## src/rtl/mbank_pkg.sv

```systemverilog
package mbank_pkg;

    localparam int MODE_W    = 5;
    localparam int NUM_BANKS = 6;
    localparam int BANK_W    = $clog2(NUM_BANKS);
    localparam int HI_REGS   = 5;
    localparam int ACT_REGS  = HI_REGS + 3;     // + R13, R14, saved status
    localparam int SEL_W     = $clog2(ACT_REGS);
    localparam int IDX_SP    = HI_REGS;
    localparam int IDX_LR    = HI_REGS + 1;
    localparam int IDX_PSR   = HI_REGS + 2;

    localparam logic [MODE_W-1:0] M_USR = 5'h10;
    localparam logic [MODE_W-1:0] M_FIQ = 5'h11;
    localparam logic [MODE_W-1:0] M_IRQ = 5'h12;
    localparam logic [MODE_W-1:0] M_SVC = 5'h13;
    localparam logic [MODE_W-1:0] M_ABT = 5'h17;
    localparam logic [MODE_W-1:0] M_UND = 5'h1B;
    localparam logic [MODE_W-1:0] M_SYS = 5'h1F;

    typedef enum logic [1:0] {
        PH_IDLE = 2'd0,
        PH_SAVE = 2'd1,
        PH_LOAD = 2'd2
    } phase_e;

    typedef struct packed {
        logic              save;
        logic              load;
        logic [BANK_W-1:0] from_bank;
        logic [BANK_W-1:0] to_bank;
        logic              enter_fiq;
        logic              leave_fiq;
    } xfer_t;

    function automatic logic mode_known(input logic [MODE_W-1:0] m);
        case (m)
            M_USR, M_FIQ, M_IRQ, M_SVC, M_ABT, M_UND, M_SYS: return 1'b1;
            default:                                         return 1'b0;
        endcase
    endfunction

    function automatic logic [BANK_W-1:0] bank_of(input logic [MODE_W-1:0] m);
        case (m)
            M_SVC:   return BANK_W'(1);
            M_ABT:   return BANK_W'(2);
            M_UND:   return BANK_W'(3);
            M_IRQ:   return BANK_W'(4);
            M_FIQ:   return BANK_W'(5);
            default: return BANK_W'(0);
        endcase
    endfunction

endpackage

```

## src/rtl/mbank_fsm.sv

```systemverilog
module mbank_fsm
    import mbank_pkg::*;
(
    input  logic              clk,
    input  logic              rst,
    input  logic              sw_req,
    input  logic [MODE_W-1:0] sw_mode,
    output logic [MODE_W-1:0] cur_mode,
    output logic              busy,
    output logic              done,
    output logic              err,
    output xfer_t             xfer
);

    phase_e            phase_q;
    logic [MODE_W-1:0] cur_q;
    logic [MODE_W-1:0] tgt_q;
    logic              done_q;
    logic              err_q;
    logic              idle;
    logic              accept;
    logic              bad;

    assign idle   = (phase_q == PH_IDLE);
    assign bad    = idle && sw_req && !mode_known(sw_mode);
    assign accept = idle && sw_req && mode_known(sw_mode) && (sw_mode != cur_q);

    always_ff @(posedge clk) begin
        if (rst) begin
            phase_q <= PH_IDLE;
            cur_q   <= M_SVC;
            tgt_q   <= M_SVC;
            done_q  <= 1'b0;
            err_q   <= 1'b0;
        end else begin
            done_q <= (phase_q == PH_LOAD);
            err_q  <= bad;
            case (phase_q)
                PH_IDLE: if (accept) begin
                    tgt_q   <= sw_mode;
                    phase_q <= PH_SAVE;
                end
                PH_SAVE: phase_q <= PH_LOAD;
                PH_LOAD: begin
                    cur_q   <= tgt_q;
                    phase_q <= PH_IDLE;
                end
                default: phase_q <= PH_IDLE;
            endcase
        end
    end

    always_comb begin
        xfer.save      = (phase_q == PH_SAVE);
        xfer.load      = (phase_q == PH_LOAD);
        xfer.from_bank = bank_of(cur_q);
        xfer.to_bank   = bank_of(tgt_q);
        xfer.enter_fiq = (tgt_q == M_FIQ) && (cur_q != M_FIQ);
        xfer.leave_fiq = (cur_q == M_FIQ) && (tgt_q != M_FIQ);
    end

    assign cur_mode = cur_q;
    assign busy     = !idle;
    assign done     = done_q;
    assign err      = err_q;

endmodule

```

## src/rtl/mbank_shadow.sv

```systemverilog
module mbank_shadow
    import mbank_pkg::*;
#(
    parameter int DATA_W = 32
) (
    input  logic                               clk,
    input  logic                               rst,
    input  xfer_t                              xfer,
    input  logic [ACT_REGS-1:0][DATA_W-1:0]    live,
    output logic [ACT_REGS-1:0][DATA_W-1:0]    incoming
);

    logic [NUM_BANKS-1:0][DATA_W-1:0] sh_sp;
    logic [NUM_BANKS-1:0][DATA_W-1:0] sh_lr;
    logic [NUM_BANKS-1:0][DATA_W-1:0] sh_psr;
    logic [HI_REGS-1:0][DATA_W-1:0]   usr_hi;
    logic [HI_REGS-1:0][DATA_W-1:0]   fiq_hi;

    always_ff @(posedge clk) begin
        if (rst) begin
            sh_sp  <= '0;
            sh_lr  <= '0;
            sh_psr <= '0;
            usr_hi <= '0;
            fiq_hi <= '0;
        end else if (xfer.save) begin
            sh_sp[xfer.from_bank]  <= live[IDX_SP];
            sh_lr[xfer.from_bank]  <= live[IDX_LR];
            sh_psr[xfer.from_bank] <= live[IDX_PSR];
            if (xfer.leave_fiq)
                fiq_hi <= live[HI_REGS-1:0];
            else if (xfer.enter_fiq)
                usr_hi <= live[HI_REGS-1:0];
        end
    end

    generate
        for (genvar g = 0; g < HI_REGS; g++) begin : g_hi
            assign incoming[g] = xfer.enter_fiq ? fiq_hi[g] : usr_hi[g];
        end
    endgenerate

    assign incoming[IDX_SP]  = sh_sp[xfer.to_bank];
    assign incoming[IDX_LR]  = sh_lr[xfer.to_bank];
    assign incoming[IDX_PSR] = sh_psr[xfer.to_bank];

endmodule

```

## src/rtl/mode_bank_switch.sv

```systemverilog
module mode_bank_switch
    import mbank_pkg::*;
#(
    parameter int DATA_W = 32
) (
    input  logic                       clk,
    input  logic                       rst,
    input  logic                       sw_req,
    input  logic [4:0]                 sw_mode,
    input  logic                       wr_en,
    input  logic [2:0]                 wr_sel,
    input  logic [DATA_W-1:0]          wr_data,
    output logic [8*DATA_W-1:0]        act_flat,
    output logic [4:0]                 cur_mode,
    output logic                       busy,
    output logic                       done,
    output logic                       err
);

    xfer_t                           xfer;
    logic [ACT_REGS-1:0][DATA_W-1:0] act_q;
    logic [ACT_REGS-1:0][DATA_W-1:0] incoming;
    logic                            hi_swap;

    mbank_fsm u_fsm (
        .clk      (clk),
        .rst      (rst),
        .sw_req   (sw_req),
        .sw_mode  (sw_mode),
        .cur_mode (cur_mode),
        .busy     (busy),
        .done     (done),
        .err      (err),
        .xfer     (xfer)
    );

    mbank_shadow #(.DATA_W(DATA_W)) u_shadow (
        .clk      (clk),
        .rst      (rst),
        .xfer     (xfer),
        .live     (act_q),
        .incoming (incoming)
    );

    assign hi_swap = xfer.enter_fiq || xfer.leave_fiq;

    always_ff @(posedge clk) begin
        if (rst) begin
            act_q <= '0;
        end else if (xfer.load) begin
            for (int i = 0; i < ACT_REGS; i++) begin
                if (i >= HI_REGS || hi_swap)
                    act_q[i] <= incoming[i];
            end
        end else if (wr_en && !busy) begin
            act_q[wr_sel] <= wr_data;
        end
    end

    assign act_flat = act_q;

endmodule

```

## config.mk

```make
export PLATFORM = sky130hd
export DESIGN_NAME = mode_bank_switch
export DESIGN_NICKNAME = d
export VERILOG_FILES = /design/src/rtl/mbank_pkg.sv /design/src/rtl/mbank_fsm.sv /design/src/rtl/mbank_shadow.sv /design/src/rtl/mode_bank_switch.sv
export SDC_FILE = /design/constraint.sdc
export NUM_CORES = 2
export LEC_CHECK = 0
export BUFFER_PORTS_ARGS = -buffer_cell sky130_fd_sc_hd__clkbuf_2
export CORE_ASPECT_RATIO = 1.1
export CORE_MARGIN = 5
export CORE_UTILIZATION = 55
export CTS_CLUSTER_SIZE = 14
export DETAILED_ROUTE_END_ITERATION = 16
export PLACE_DENSITY = 0.8
export SYNTH_ARGS = -nofsm -noshare
export SYNTH_HDL_FRONTEND = slang
export SYNTH_SLANG_ARGS = --single-unit
```

## constraint.sdc

```tcl
create_clock -name clk -period 2.5 [get_ports clk]
set_input_delay 0.625 -clock clk [delete_from_list [all_inputs] [get_ports clk]]
set_output_delay 0.625 -clock clk [all_outputs]
set_load 0.01 [all_outputs]
```

### Yosys cells after proc, flatten, opt, wreduce, memory -nomap -nowiden

Index checks and enable logic that the tools add are counted.

* add/sub/neg operators: 0
* $mul: 0
* div/mod/pow operators: 0
* $lt $le $gt $ge: 5
* equality and inequality tests: 24
* shift operators: 0
* multiplexer cells: 31
* bitwise operators: 1
* reductions and logical operators: 19

Operators by type and width (number)
* 192-bit bitwise mux: 3
* 256-bit 2-to-1 mux: 2
* 32-bit 2-to-1 mux: 15
* 32-bit binary-select mux with 3-bit select: 3
* 256-bit bitwise mux: 1
* 32-bit demux with 3-bit select: 2
* 5-bit == test (second input constant): 17
* 3-bit one-hot mux with 5 select lines: 2
* 3-bit by 4-bit less-than comparator with 1-bit output (second input constant): 3
* 5-bit != test (second input constant): 2
* 1-bit logical AND: 9
* 7-bit OR reduction: 1
* 3-bit by 1-bit >= comparator with 1-bit output (second input constant): 2
* 2-bit AND reduction: 3
* 5-bit != test: 1
* 2-bit != test (second input constant): 2
* 2-bit one-hot mux with 2 select lines: 1
* 3-bit AND reduction: 1
* 2-bit by 1-bit == test with 1-bit output (second input constant): 1
* 2-bit == test (second input constant): 1
* 1-bit logical NOT: 2
* 2-bit logical NOT: 1
* 2-bit 2-to-1 mux: 1
* 2-bit nonzero test: 1
* 3 further kinds: 3

* register bits after elaboration: 1166
* bits in latches: 0
* memory bits (writable): 0
* ROM bits: 0
* input bits: 44
* output and inout bits: 264
* word-level logic and storage cells: 121
* memories: 0

### Logic depth before layout (Yosys ltp)

* depth after elaboration: 7
* depth in mapped cells: 12

### Modules after synthesis

A second synthesis with hierarchy kept.

* cells, all modules: 6308
* area total of the unflattened synthesis: 51022.7 um^2

Modules (own cells, without submodules)
* mbank_shadow: instances 1, cells an instance 4629, area each 36971.7 um^2, sequential area each 17937.2 um^2
* mode_bank_switch: instances 1, cells an instance 1589, area each 13238.9 um^2, sequential area each 5124.9 um^2
* mbank_fsm: instances 1, cells an instance 90, area each 812.0 um^2, sequential area each 280.3 um^2

### Least setup slack after synthesis

OpenSTA, ideal clock, no wires.

* kind: register -> register
* from: register u_fsm.tgt_q[2]
* to: register act_q, in the netlist act_flat[64]
* arrival time: 2.625 ns
* data required time: 2.368 ns
* setup slack: -0.257 ns
* cell stages (with the launch flop): 13
* buffers on the path: 6
* period minus slack after synthesis: 2.757 ns
* cell sequence: dfxtp_1 > buf_2 > buf_1 > buf_1 > nor4_1 > ha_1 > buf_2 > buf_2 > clkbuf_1 > mux2i_1 > o22ai_1 > nor2_1 > nor3_1

* word-level cells in the longest chain between the ends: 5
* elaborated cells between the ends (all ways): 10
* those cells by class: eq/ne (3); mux (3); reduce/logical (4)

Ends and longest elaborated chain
* from (decl): line mbank_fsm.sv:17 `logic [MODE_W-1:0] tgt_q;`
* from (signal assigned): line mbank_fsm.sv:40 `tgt_q <= sw_mode;`
* 5-bit == test / 5-bit != test (equally long branches): line mbank_fsm.sv:58, mbank_fsm.sv:59
* 1-bit logical AND (on tied branches): line mbank_fsm.sv:58, mbank_fsm.sv:59
* 32-bit 2-to-1 mux / 1-bit logical OR (equally long branches): line mbank_shadow.sv:39, mode_bank_switch.sv:45
* 32-bit 2-to-1 mux / 2-bit != test (equally long branches)
* 256-bit 2-to-1 mux / 2-bit AND reduction (equally long branches)
* to (signal, indexed assignment): line mode_bank_switch.sv:53 `act_q[i] <= incoming[i];`
* to (signal, indexed assignment): line mode_bank_switch.sv:56 `act_q[wr_sel] <= wr_data;`
* to (decl): line mode_bank_switch.sv:21 `logic [ACT_REGS-1:0][DATA_W-1:0] act_q;`

Parallel ways exist; a longest one is shown, timed or not. The select of a mux whose other input is x is not followed.
A chain may end at the register's enable or synchronous reset.

### Worst setup path in the final report

* from: register u_fsm.cur_q[1], in the netlist u_fsm.cur_mode[1]
* to: register act_q, in the netlist act_flat[114]

* word-level cells in the longest chain between the ends: 5
* elaborated cells between the ends (all ways): 10
* those cells by class: eq/ne (3); mux (3); reduce/logical (4)

Ends and longest elaborated chain
* from (decl): line mbank_fsm.sv:16 `logic [MODE_W-1:0] cur_q;`
* from (signal assigned): line mbank_fsm.sv:45 `cur_q <= tgt_q;`
* 5-bit != test / 5-bit == test (equally long branches): line mbank_fsm.sv:58, mbank_fsm.sv:59
* 1-bit logical AND (on tied branches): line mbank_fsm.sv:58, mbank_fsm.sv:59
* 32-bit 2-to-1 mux / 1-bit logical OR (equally long branches): line mbank_shadow.sv:39, mode_bank_switch.sv:45
* 32-bit 2-to-1 mux / 2-bit != test (equally long branches)
* 256-bit 2-to-1 mux / 2-bit AND reduction (equally long branches)

Parallel ways exist; a longest one is shown, timed or not. The select of a mux whose other input is x is not followed.

==> flow_summary.rst <==
.. list-table::
   :header-rows: 1

   * - Metric
     - Value
   * - Run status
     - finished clean
   * - Setup WS post-layout
     - roughly 130 ps
   * - Cts bufs inserted
     - around 110
   * - Count of vias placed by the detailed router
     - 48,200
   * - Required time of the critical path
     - approximately 3100 ps
   * - Number of unique standard cell types used by synthesis
     - 55
   * - HPWL reported at the end of detailed placement
     - 97,500 um
   * - Reported leakage power
     - 19.4 nW
   * - Post-synth ARST share
     - 0
   * - Area after DPL
     - roughly 0.053 sq mm
   * - Count of flip-flops with a built-in enable after synthesis
     - 0
   * - Syn. warnings
     - 0
   * - Wire length after detailed routing
     - 169,000 um
   * - Ratio of cells with drive above 1 in the final layout
     - 0.125
   * - Clk buf depth
     - 3
   * - Buffers inserted by post-CTS timing repair
     - 0
   * - CTS tree
     - built
   * - Number of slew-limit violations in the final report
     - 0
   * - Area growth from synthesis to final layout
     - 14.6%
   * - Part of the cycle the worst path needs
     - 0.949
   * - Starting DRT DRC Count
     - around 6,000
   * - Number of levels in the clock H-tree
     - 3
   * - Syn nets
     - 6,551
   * - Highest net fanout along the worst path
     - 32
   * - First-pass GRT wire length
     - around 260,000 um
   * - Pin count of the biggest net entering global routing
     - about 170
   * - Worst-case vdd ir drop
     - 0.651 mV
   * - Tot GR Track Use
     - 0.334
   * - Clock sink count
     - between 1,000 and 1,500
   * - Final net count
     - 6,602
   * - Worst setup slack before clock tree synthesis
     - roughly 76 ps
   * - Top Ports
     - about 310
   * - Power density over the cells
     - roughly 700 mW/mm^2
   * - Cell row count
     - between 100 and 150
   * - Number of optimization iterations in the first detailed-route pass
     - 6
   * - Post-route DRC violation count
     - 0
   * - Depth of the worst hold-timing path
     - 2
   * - Average size of a mapped cell
     - between 7 and 8 sq um
   * - Average wire per cell in the routed design
     - 21.6 um
   * - Reg2Reg Launch Point
     - u_fsm.cur_mode[1]$_SDFFE_PP1P_
   * - Number of failing hold endpoints at the final stage
     - 0
   * - Fraction of the yosys area taken by sequential cells
     - 0.470
   * - Filler cell count in the final layout
     - ~7,500
   * - Post-synthesis instance area
     - ~0.050 sq mm
   * - Final non-filler cell area
     - 0.0569 sq mm
   * - Path class of the lowest-slack min-delay path
     - in2reg
   * - Rel. slew slack
     - 0.389
   * - Synthesized instance count
     - ~6,500
   * - Class of the most critical setup path
     - reg2reg
   * - Die Outline Area
     - a little under 0.1 sq mm
   * - Vertical die dimension
     - 325 um
   * - Clock root buffer master
     - clkbuf_16
   * - CP Data Arrival Time
     - 2960 ps
   * - Port bufs
     - about 300
   * - Critical Path Start Type
     - register
   * - Period minus WS final
     - approximately 2400 ps
   * - Total power
     - around 0.04 W
   * - Setup clock skew after layout
     - between 30 and 40 ps
   * - Final global-route overflow total
     - 0
   * - Via count of the first global-routing pass
     - 45,700
   * - Horizontal die dimension
     - between 200 and 300 um
   * - Synth Register Bits
     - around 1,200
   * - Hold Path Sink
     - u_fsm.tgt_q[0]$_SDFFE_PP1P_
   * - Capture point of the worst reg-to-reg path
     - act_flat[114]$_SDFFE_PP0P_
   * - Slack of the worst reg-to-reg path
     - 130 ps
   * - Routed Antenna Nets
     - 0
   * - Slew at the pin with the worst max-slew slack
     - between 900 and 1000 ps
   * - RSZ-0062 raised after global routing
     - false
   * - Final setup vio count
     - 0
   * - Peak Freq
     - 0.421 GHz
   * - Clock-pin slew on the worst setup and hold paths
     - ~70 ps
   * - Sum of negative setup slack
     - 0 ps
   * - Worst r2r path cells
     - 9
   * - Element type at the critical path end
     - register
   * - Core region area
     - ~0.089 sq mm
   * - # hold bufs at CTS
     - 0
   * - Min-Delay Startpoint
     - sw_mode[0]
   * - RD Place Congestion
     - approximately 0.85
   * - Number of antenna violations at the first check in global routing
     - 9
   * - Number of max-capacitance violations reported
     - 0
   * - Predominant post-synthesis flop cell
     - dfxtp_1
   * - Clock network latency to the later pin of the worst-skew pair
     - roughly 700 ps
   * - Core Util, Final
     - 0.636
   * - Count of instances resized after the clock tree is built
     - 0
   * - Via-to-Cell Ratio
     - just over 6
   * - Starting utilization of the core area
     - 0.554
placed cells by master (no fill, tap or decap), types with 60 or more instances in the layout:
master / synthesis / final
nand2_1: 2012 / 2006
dfxtp_1: 1166 / 1164
a21oi_1: 900 / 899
nor2_1: 682 / 681
clkbuf_2: 0 / 306
mux2i_1: 258 / 258
nor3_1: 162 / 162
o22ai_1: 160 / 160
o21ai_0: 127 / 127
clkbuf_16: 0 / 114
buf_4: 23 / 105
buf_12: 5 / 98
o2bb2ai_1: 66 / 66
o21a_1: 66 / 65
a311oi_1: 65 / 65
a211oi_2: 60 / 60
worst max path at each step:
stage                                   start                         end  slack (ps)  cells past startpoint
2_1_floorplan     u_fsm.tgt_q[2]$_SDFFE_PP0P_  act_flat[132]$_SDFFE_PP0P_          10                     10
3_3_place_gp   u_fsm.cur_mode[1]$_SDFFE_PP1P_  act_flat[132]$_SDFFE_PP0P_         150                      9
3_5_place_dp   u_fsm.cur_mode[1]$_SDFFE_PP1P_  act_flat[120]$_SDFFE_PP0P_          80                      9
4_1_cts        u_fsm.cur_mode[1]$_SDFFE_PP1P_  act_flat[114]$_SDFFE_PP0P_          40                      9
5_1_grt        u_fsm.cur_mode[1]$_SDFFE_PP1P_   act_flat[52]$_SDFFE_PP0P_          20                      9
6_report       u_fsm.cur_mode[1]$_SDFFE_PP1P_  act_flat[114]$_SDFFE_PP0P_         130                      9
Yosys cell counts, drive strengths merged (7+ instances only):
cell        n  area [sq um]
dfxtp    1166         23300
inv         7          26.3
a21oi     905          4550
a22oi      31           233
nor3      163           821
buf       227          1330
nand2    2012          7550
nor2      682          2560
o32ai      31           272
a31o       31           272
o2bb2ai    66           578
o22ai     160          1000
and3       34           213
o21a       66           495
o21ai     127           636
a311oi     66           584
a211oi     66           796
clkbuf    347          1300
mux2i     258          2580
nor2b       8          65.1
critical path: stages (launching register included):
cell and delay [ps]:
dfxtp_1 310, nor3_1 180, buf_4 160, nand3_1 200, ha_4 310, a211o_4 410, a21oi_2 180, buf_12 230
nor2_1 60, nor3_1 200
metrics by stage:
stage,cells,hold WS [ps]
global route,7820,229
detailed placement,7611,444
finish,7827,209
CTS,7815,176
global placement,7611,438
floorplan,6505,433
per-layer routing:
metal	wire length [um]	up-vias	track usage	share of wire
met3	21400	560	0.0853	0.13
met1	63600	22700	0.428	0.38
met5	64	-	0	0.00038
met4	9040	8	0.174	0.053
met2	75300	2958	0.520	0.44
li1	-	21900	-	-
cells by family (layout without fill, tap and decap cells):
logic type,count (synthesis),after routing,share of synthesized area
other,0,11,0
multiplexers,258,258,0.0520
buffers and inverters,581,722,0.0535
flip-flops,1166,1166,0.470
AND/OR/NAND/NOR,2931,2931,0.231
adder cells (fa/ha/maj),2,2,0.000504
AO/OA/AOI/OAI,1561,1561,0.192
XOR/XNOR,6,6,0.00106
final cells by class:
| class | count | area, sq um | share of cell area |
|---|---|---|---|
| Clock inverter | 45 | 557 | 0.00979 |
| Tap cell | 1170 | 1460 | 0.0257 |
| Inverter | 7 | 26.3 | 0.000462 |
| Sequential cell | 1166 | 23300 | 0.410 |
| Timing Repair Buffer | 511 | 4320 | 0.0760 |
| Multi-Input combinational cell | 4758 | 23800 | 0.419 |
| Antenna cell | 11 | 27.5 | 0.000484 |
| Clock buffer | 159 | 3290 | 0.0578 |
registers in the layout, indices dropped and copies added, names as in the netlist:
register / flops
act_flat: 256
u_fsm.cur_mode: 5
u_fsm.done: 1
u_fsm.err: 1
u_fsm.phase_q: 2
u_fsm.tgt_q: 5
u_shadow.fiq_hi: 160
u_shadow.sh_lr: 192
u_shadow.sh_psr: 192
u_shadow.sh_sp: 192
u_shadow.usr_hi: 160
report_power, final:
part / internal (W) / switching, W
clock: 0.0102 / 0.00753
sequential: 0.0188 / 0.000299
combinational: 0.000969 / 0.00227
Power figures use the tool's default switching activity.
